### config.mk
export PLATFORM = sky130hd
export DESIGN_NAME = adc_pwr_seq
export DESIGN_NICKNAME = d
export VERILOG_FILES = /design/src/rtl/adc_pwr_pkg.sv /design/src/rtl/adc_cal_lock.sv /design/src/rtl/adc_stab_timer.sv /design/src/rtl/adc_conv_chan.sv /design/src/rtl/adc_pwr_seq.sv
export SDC_FILE = /design/constraint.sdc
export NUM_CORES = 1
export LEC_CHECK = 0
export BUFFER_PORTS_ARGS = -buffer_cell sky130_fd_sc_hd__buf_4
export CAP_MARGIN = 10
export CORE_MARGIN = 4
export CORE_UTILIZATION = 50
export DETAILED_ROUTE_END_ITERATION = 8
export GPL_ROUTABILITY_DRIVEN = 1
export PLACE_DENSITY = 0.76
export SLEW_MARGIN = 10
export SYNTH_ARGS = -nofsm -noshare
export SYNTH_HDL_FRONTEND = slang
export SYNTH_SLANG_ARGS = --single-unit
export TNS_END_PERCENT = 30
### constraint.sdc
create_clock -name clk -period 2.6 [get_ports clk]
set_input_delay 0.13 -clock clk [delete_from_list [all_inputs] [get_ports clk]]
set_output_delay 0.13 -clock clk [all_outputs]
set_load 0.02 [all_outputs]
### src/rtl/adc_pwr_pkg.sv
package adc_pwr_pkg;
   typedef enum logic [1:0] {
      PW_OFF   = 2'd0,
      PW_STAB  = 2'd1,
      PW_READY = 2'd2,
      PW_DRAIN = 2'd3
   } pw_state_e;

   localparam int CH_REGULAR  = 0;
   localparam int CH_INJECTED = 1;
endpackage

### src/rtl/adc_cal_lock.sv
module adc_cal_lock #(
   parameter int LOCK_CYCLES = 4
) (
   input  logic clk,
   input  logic rst_n,
   input  logic cal_set_i,
   input  logic cal_done_i,
   output logic cal_o,
   output logic lock_o
);
   localparam int CW = $clog2(LOCK_CYCLES + 1);

   generate
      if (LOCK_CYCLES < 1) begin : g_bad_lock
         $error("LOCK_CYCLES must be at least 1");
      end
   endgenerate

   logic          cal_q;
   logic [CW-1:0] hold_q;

   always_ff @(posedge clk or negedge rst_n) begin
      if (!rst_n) begin
         cal_q  <= 1'b0;
         hold_q <= '0;
      end else begin
         if (cal_q && cal_done_i) begin
            cal_q  <= 1'b0;
            hold_q <= CW'(LOCK_CYCLES);
         end else begin
            if (cal_set_i) cal_q <= 1'b1;
            if (hold_q != '0) hold_q <= hold_q - 1'b1;
         end
      end
   end

   assign cal_o  = cal_q;
   assign lock_o = cal_q || (hold_q != '0);

   AST_HOLD_BOUND: assert property (@(posedge clk) disable iff (!rst_n)
      hold_q <= CW'(LOCK_CYCLES));
   AST_LOCK_AFTER_CAL: assert property (@(posedge clk) disable iff (!rst_n)
      $fell(cal_q) |-> lock_o);
endmodule

### src/rtl/adc_stab_timer.sv
module adc_stab_timer #(
   parameter int STAB_CYCLES = 16
) (
   input  logic clk,
   input  logic rst_n,
   input  logic start_i,
   input  logic abort_i,
   output logic done_o
);
   localparam int CW = $clog2(STAB_CYCLES + 1);

   generate
      if (STAB_CYCLES < 1) begin : g_bad_stab
         $error("STAB_CYCLES must be at least 1");
      end
   endgenerate

   logic          run_q;
   logic [CW-1:0] cnt_q;

   always_ff @(posedge clk or negedge rst_n) begin
      if (!rst_n) begin
         run_q <= 1'b0;
         cnt_q <= '0;
      end else if (abort_i) begin
         run_q <= 1'b0;
         cnt_q <= '0;
      end else if (start_i) begin
         run_q <= 1'b1;
         cnt_q <= CW'(STAB_CYCLES - 1);
      end else if (run_q) begin
         if (cnt_q == '0) run_q <= 1'b0;
         else             cnt_q <= cnt_q - 1'b1;
      end
   end

   assign done_o = run_q && (cnt_q == '0) && !abort_i;

   AST_STAB_RANGE: assert property (@(posedge clk) disable iff (!rst_n)
      cnt_q <= CW'(STAB_CYCLES - 1));
   AST_DONE_ENDS_RUN: assert property (@(posedge clk) disable iff (!rst_n)
      (done_o && !start_i) |=> !run_q);
endmodule

### src/rtl/adc_conv_chan.sv
module adc_conv_chan (
   input  logic clk,
   input  logic rst_n,
   input  logic rdy_i,
   input  logic sw_start_i,
   input  logic ext_trig_i,
   input  logic trig_en_i,
   input  logic sw_stop_i,
   input  logic stop_done_i,
   output logic start_o,
   output logic stop_o
);
   logic start_q, stop_q, go;

   assign go = rdy_i && (sw_start_i || (ext_trig_i && trig_en_i));

   always_ff @(posedge clk or negedge rst_n) begin
      if (!rst_n) begin
         start_q <= 1'b0;
         stop_q  <= 1'b0;
      end else if (stop_q) begin
         if (stop_done_i) begin
            stop_q  <= 1'b0;
            start_q <= 1'b0;
         end
      end else if (start_q) begin
         if (sw_stop_i) stop_q <= 1'b1;
      end else if (go) begin
         start_q <= 1'b1;
      end
   end

   assign start_o = start_q;
   assign stop_o  = stop_q;

   AST_STOP_NEEDS_START: assert property (@(posedge clk) disable iff (!rst_n)
      stop_q |-> start_q);
   AST_START_NEEDS_RDY: assert property (@(posedge clk) disable iff (!rst_n)
      $rose(start_q) |-> $past(rdy_i));
   AST_STOP_CLEARS_BOTH: assert property (@(posedge clk) disable iff (!rst_n)
      (stop_q && stop_done_i) |=> (!stop_q && !start_q));
endmodule

### src/rtl/adc_pwr_seq.sv
module adc_pwr_seq
   import adc_pwr_pkg::*;
#(
   parameter int         STAB_CYCLES   = 16,
   parameter int         LOCK_CYCLES   = 4,
   parameter int         NUM_CONV      = 2,
   parameter int         MODE_W        = 2,
   parameter logic [1:0] MODE_ON       = 2'b01,
   parameter bit         IRQ_REGISTERED = 1'b0
) (
   input  logic                clk,
   input  logic                rst_n,
   input  logic [MODE_W-1:0]   reg_mode_i,
   input  logic                wr_en_set_i,
   input  logic                wr_dis_set_i,
   input  logic                wr_cal_set_i,
   input  logic                cal_done_i,
   input  logic                wr_rdy_clr_i,
   input  logic                rdy_ie_i,
   input  logic [NUM_CONV-1:0] wr_start_i,
   input  logic [NUM_CONV-1:0] wr_stop_i,
   input  logic [NUM_CONV-1:0] ext_trig_i,
   input  logic [NUM_CONV-1:0] trig_en_i,
   input  logic [NUM_CONV-1:0] stop_done_i,
   input  logic                ana_off_i,
   output logic                ana_en_o,
   output logic                en_o,
   output logic                dis_o,
   output logic                rdy_o,
   output logic                cal_o,
   output logic [NUM_CONV-1:0] start_o,
   output logic [NUM_CONV-1:0] stop_o,
   output logic                rdy_irq_o
);
   generate
      if (NUM_CONV < 1) begin : g_bad_conv
         $error("NUM_CONV must be at least 1");
      end
      if (MODE_W != 2) begin : g_bad_mode
         $error("MODE_W must be 2");
      end
   endgenerate

   pw_state_e state_q, state_d;
   logic      rdy_q;
   logic      lock;
   logic      stab_done;
   logic      en_req, dis_req, idle_conv;

   assign idle_conv = ~|start_o;
   assign en_req    = wr_en_set_i && (reg_mode_i == MODE_ON) && !lock
                      && (state_q == PW_OFF);
   assign dis_req   = wr_dis_set_i && idle_conv
                      && ((state_q == PW_STAB) || (state_q == PW_READY));

   adc_cal_lock #(.LOCK_CYCLES(LOCK_CYCLES)) i_cal_lock (
      .clk        (clk),
      .rst_n      (rst_n),
      .cal_set_i  (wr_cal_set_i && (state_q == PW_OFF)),
      .cal_done_i (cal_done_i),
      .cal_o      (cal_o),
      .lock_o     (lock)
   );

   adc_stab_timer #(.STAB_CYCLES(STAB_CYCLES)) i_stab (
      .clk     (clk),
      .rst_n   (rst_n),
      .start_i (en_req),
      .abort_i (dis_req),
      .done_o  (stab_done)
   );

   always_comb begin
      state_d = state_q;
      unique case (state_q)
         PW_OFF:   if (en_req) state_d = PW_STAB;
         PW_STAB:  if (dis_req) state_d = PW_DRAIN;
                   else if (stab_done) state_d = PW_READY;
         PW_READY: if (dis_req) state_d = PW_DRAIN;
         PW_DRAIN: if (ana_off_i) state_d = PW_OFF;
         default:  state_d = PW_OFF;
      endcase
   end

   always_ff @(posedge clk or negedge rst_n) begin
      if (!rst_n) begin
         state_q <= PW_OFF;
         rdy_q   <= 1'b0;
      end else begin
         state_q <= state_d;
         if (dis_req || wr_rdy_clr_i)                 rdy_q <= 1'b0;
         else if (state_q == PW_STAB && stab_done)    rdy_q <= 1'b1;
      end
   end

   assign en_o     = (state_q != PW_OFF);
   assign dis_o    = (state_q == PW_DRAIN);
   assign ana_en_o = (state_q == PW_STAB) || (state_q == PW_READY);
   assign rdy_o    = rdy_q;

   for (genvar c = 0; c < NUM_CONV; c++) begin : g_chan
      adc_conv_chan i_chan (
         .clk         (clk),
         .rst_n       (rst_n),
         .rdy_i       (rdy_q),
         .sw_start_i  (wr_start_i[c]),
         .ext_trig_i  (ext_trig_i[c]),
         .trig_en_i   (trig_en_i[c]),
         .sw_stop_i   (wr_stop_i[c]),
         .stop_done_i (stop_done_i[c]),
         .start_o     (start_o[c]),
         .stop_o      (stop_o[c])
      );
   end

   generate
      if (IRQ_REGISTERED) begin : g_irq_reg
         logic irq_q;
         always_ff @(posedge clk or negedge rst_n) begin
            if (!rst_n) irq_q <= 1'b0;
            else        irq_q <= rdy_q && rdy_ie_i;
         end
         assign rdy_irq_o = irq_q;
      end else begin : g_irq_comb
         assign rdy_irq_o = rdy_q && rdy_ie_i;
      end
   endgenerate

   AST_EN_MODE_OK: assert property (@(posedge clk) disable iff (!rst_n)
      $rose(en_o) |-> ($past(reg_mode_i) == MODE_ON));
   AST_EN_NOT_IN_CAL: assert property (@(posedge clk) disable iff (!rst_n)
      $rose(en_o) |-> !$past(cal_o));
   AST_RDY_POWERED: assert property (@(posedge clk) disable iff (!rst_n)
      rdy_o |-> (ana_en_o && en_o));
   AST_DIS_IDLE_ONLY: assert property (@(posedge clk) disable iff (!rst_n)
      $rose(dis_o) |-> ($past(start_o) == '0));
   AST_OFF_NEEDS_ACK: assert property (@(posedge clk) disable iff (!rst_n)
      $fell(dis_o) |-> ($past(ana_off_i) && !en_o));
   AST_DIS_WITH_EN: assert property (@(posedge clk) disable iff (!rst_n)
      dis_o |-> (en_o && !ana_en_o && !rdy_o));
   AST_CAL_WHILE_OFF: assert property (@(posedge clk) disable iff (!rst_n)
      $rose(cal_o) |-> !$past(en_o));
endmodule

==> metrics <==
outcome=finished clean; routing usage on met2=approximately 27%; clock tree from TritonCTS=yes; fraction of final layout cells with drive strength greater than 1=31.3%; most crowded layer after global routing=met2; via count=824; Placement Setup Slack=a little over 0.4 ns; Hold Startpoint=cal_done_i; worst setup path class=register to register; antenna violations before repair=0; H-tree lvl count=1; worst min-delay path class=primary input to register; unrepaired setup endpoints after global routing=false; total detailed-routing wirelength=around 2000 µm; number of buffers inserted by port buffering=30; buffer cell driving the clock tree root=sky130_fd_sc_hd__clkbuf_4; deepest clock path buffer count=2; Mapped Nets=124; Post-CTS Setup Repair Bufs=0; fin. max-slew vios=0; source of the critical timing path=state_q[1]; number of nets with antenna violations after routing=0; number of hold violations in the final report=0; data arrival at the endpoint of the critical path=around 2.4 ns; clock buffers created by TritonCTS=3; worst reg2reg startpoint=state_q[1]; area delta synth->final=28.1%; area of the mapped netlist=0.00101 mm²; clock latency on the worst-skew pair=0.29 ns; num ports=31; Mapped Cells=between 90 and 100; first-pass GRT wire length=3490 µm; number of distinct library cells after synthesis=32; Total GRT Usage=between 10% and 20%; routed vias/inst=about 5.3; total half-perimeter wirelength after legalization and detailed placement=1550 µm; Least-Margin Pin Slew=0.562 ns; worst hold slack across all endpoints=0.0227 ns; # nets final=158; Setup crit start kind=register; mean post-synth cell area=roughly 11 µm²; Die X-Extent=approximately 53 µm; drt drc=0; post-detailed-route wirelength per cell=12.6 µm; DIE AREA=0.00281 mm²; CTS clock-pin slew for the worst setup and hold paths=roughly 0.1 ns; warnings from Yosys=0; Die Ht=53.0 µm; highest clock frequency the design can meet=approximately 450 MHz; post-CTS sizing=0; period utilisation layout=85.8%; Tmin final=2.23 ns; largest net degree at the start of global routing=18; via count of the first global-routing pass=roughly 830; met1 track demand over resource=21.6%; Max FO, Critical Path=9; most used cells in the layout excluding fill and tap cells=sky130_fd_sc_hd__buf_4 (30), sky130_fd_sc_hd__dfrtp_1 (17), sky130_fd_sc_hd__a21oi_1 (11), sky130_fd_sc_hd__nor2_1 (10), sky130_fd_sc_hd__ha_1 (8); setup tns final=0 ns; endpoint required time on the critical path=2.79 ns; setup slack after layout=0.369 ns; residual overflow from global routing=0; initial cell density of the core=52.1%; Pleak=0.622 nW; power density relative to cell area=973 mW/mm²; met3 Usage GRT=around 3.4%; number of antenna repair diodes=0; worst setup skew after layout=0.00926 ns; number of optimization iterations in the first detailed-route pass=4; core footprint=slightly below 0.002 mm²; DRC violation total after the first TritonRoute iteration=7; peak ir drop on the vdd network=between 0.0006 and 0.0007 V; final total power=1.26 mW; relative slew slack=62.0%; CTS hold repair buffers=3; number of max-cap violations=0; most frequent standard cell in the layout excluding fill and tap cells=sky130_fd_sc_hd__buf_4; row count=16; flops & latches, synth=17; kind of end point of the critical path=register; number of endpoints failing setup at the final stage=0; post-synthesis sequential area ratio=42.0%; Num Clock Sinks=17; gpl congestion=0.785
==> state kept, by name, summed over array words and instances (netlist names) <==
signal	cells
i_cal_lock.cal_o	1
i_stab.cnt_q	5
rdy_o	1
g_chan.i_chan.stop_o	2
i_cal_lock.hold_q	3
i_stab.run_q	1
state_q	2
g_chan.i_chan.start_o	2
==> logic make-up (layout without fill, tap and decap cells) <==
group                      count (synthesis)  in the layout  synth area share (%)
and+or+nand+nor                           31             31                  18.2
AOI/OAI and AO/OA                         19             19                  15.1
DFF                                       17             17                  42.0
buffers and inverters                     12             45                  6.68
adders and majority gates                  8              8                  9.89
muxes                                      5              5                  5.56
xor gates and xnor gates                   3              3                  2.60
==> cell type report <==
cell class | instances | area [µm²]
multi-input combinational | 66 | 519
fill | 155 | 646
clock buffer | 4 | 26.3
timing repair buffer | 34 | 265
tap | 27 | 33.8
inverter | 7 | 26.3
sequential | 17 | 425
==> worst max-delay path, cell delays in order, from the launching register on <==
cell and delay, ns:
sky130_fd_sc_hd__dfrtp_1 0.44, sky130_fd_sc_hd__inv_1 0.11, sky130_fd_sc_hd__ha_1 0.33, sky130_fd_sc_hd__and4bb_1 0.44
sky130_fd_sc_hd__a211oi_4 0.09, sky130_fd_sc_hd__a2111oi_4 0.39, sky130_fd_sc_hd__mux2_4 0.33
==> metal layers <==
| metal | share of wire (%) | vias to the layer above |
|---|---|---|
| met3 | 5.5 | 4 |
| met1 | 44 | 398 |
| met2 | 49 | 25 |
| met4 | 1.4 | 0 |
| li1 | - | 397 |
| met5 | 0 | - |
==> synth_stat cells <==
master | n | share of area, %
sky130_fd_sc_hd__mux2_4 | 1 | 1.5
sky130_fd_sc_hd__and4bb_2 | 2 | 2.5
sky130_fd_sc_hd__xnor2_1 | 2 | 1.7
sky130_fd_sc_hd__ha_1 | 8 | 9.9
sky130_fd_sc_hd__a221oi_1 | 1 | 0.87
sky130_fd_sc_hd__and4bb_1 | 1 | 1.2
sky130_fd_sc_hd__a211oi_4 | 1 | 2.0
sky130_fd_sc_hd__nor3b_1 | 2 | 1.5
sky130_fd_sc_hd__dfrtp_1 | 17 | 42
sky130_fd_sc_hd__xor2_1 | 1 | 0.87
sky130_fd_sc_hd__nor3_1 | 3 | 1.5
sky130_fd_sc_hd__a21oi_1 | 11 | 5.4
sky130_fd_sc_hd__mux2i_1 | 3 | 3.0
sky130_fd_sc_hd__buf_6 | 1 | 1.1
sky130_fd_sc_hd__inv_1 | 7 | 2.6
sky130_fd_sc_hd__and3_1 | 1 | 0.62
sky130_fd_sc_hd__a211oi_1 | 1 | 0.74
sky130_fd_sc_hd__nor2b_1 | 2 | 1.2
sky130_fd_sc_hd__nand2b_1 | 2 | 1.2
sky130_fd_sc_hd__and2_1 | 1 | 0.62
sky130_fd_sc_hd__nand2_1 | 4 | 1.5
sky130_fd_sc_hd__nand3b_1 | 1 | 0.74
sky130_fd_sc_hd__buf_4 | 4 | 3.0
sky130_fd_sc_hd__or4b_2 | 1 | 0.99
sky130_fd_sc_hd__a221o_1 | 1 | 0.99
sky130_fd_sc_hd__a31oi_1 | 1 | 0.62
sky130_fd_sc_hd__a2111oi_4 | 1 | 2.7
sky130_fd_sc_hd__a2bb2oi_1 | 1 | 0.87
sky130_fd_sc_hd__nor2_1 | 10 | 3.7
sky130_fd_sc_hd__a211o_1 | 1 | 0.87
sky130_fd_sc_hd__nor4b_1 | 1 | 0.87
sky130_fd_sc_hd__mux2_2 | 1 | 1.1
==> metrics by stage <==
stage / cells / utilization [%] / cell area [µm²]
finish: 155 / 66.8 / 1300
global route: 155 / 66.8 / 1300
CTS: 154 / 66.2 / 1290
detailed placement: 147 / 63.3 / 1230
global placement: 147 / 63.3 / 1230
floorplan: 95 / - / 1010
==> worst paths after layout <==
| path | end | slack (ns) | cells after the start |
|---|---|---|---|
| max in group asynchronous | i_stab.run_q | 2.17 | 2 |
| min in group asynchronous | i_cal_lock.hold_q[0] | 0.23 | 2 |
| min reg2reg | g_chan[0].i_chan.start_o | 0.52 | 1 |
| max reg2reg | state_q[1] | 0.37 | 6 |
| min | i_cal_lock.hold_q[0] | 0.02 | 2 |
| max | state_q[1] | 0.37 | 6 |
==> report_power, final <==
part | switching (mW) | total (mW) | internal [mW]
combinational | 0.364 | 0.707 | 0.343
clock | 0.0805 | 0.140 | 0.0596
sequential | 0.0729 | 0.414 | 0.341
No activity file was read; power rests on OpenSTA's default activity.
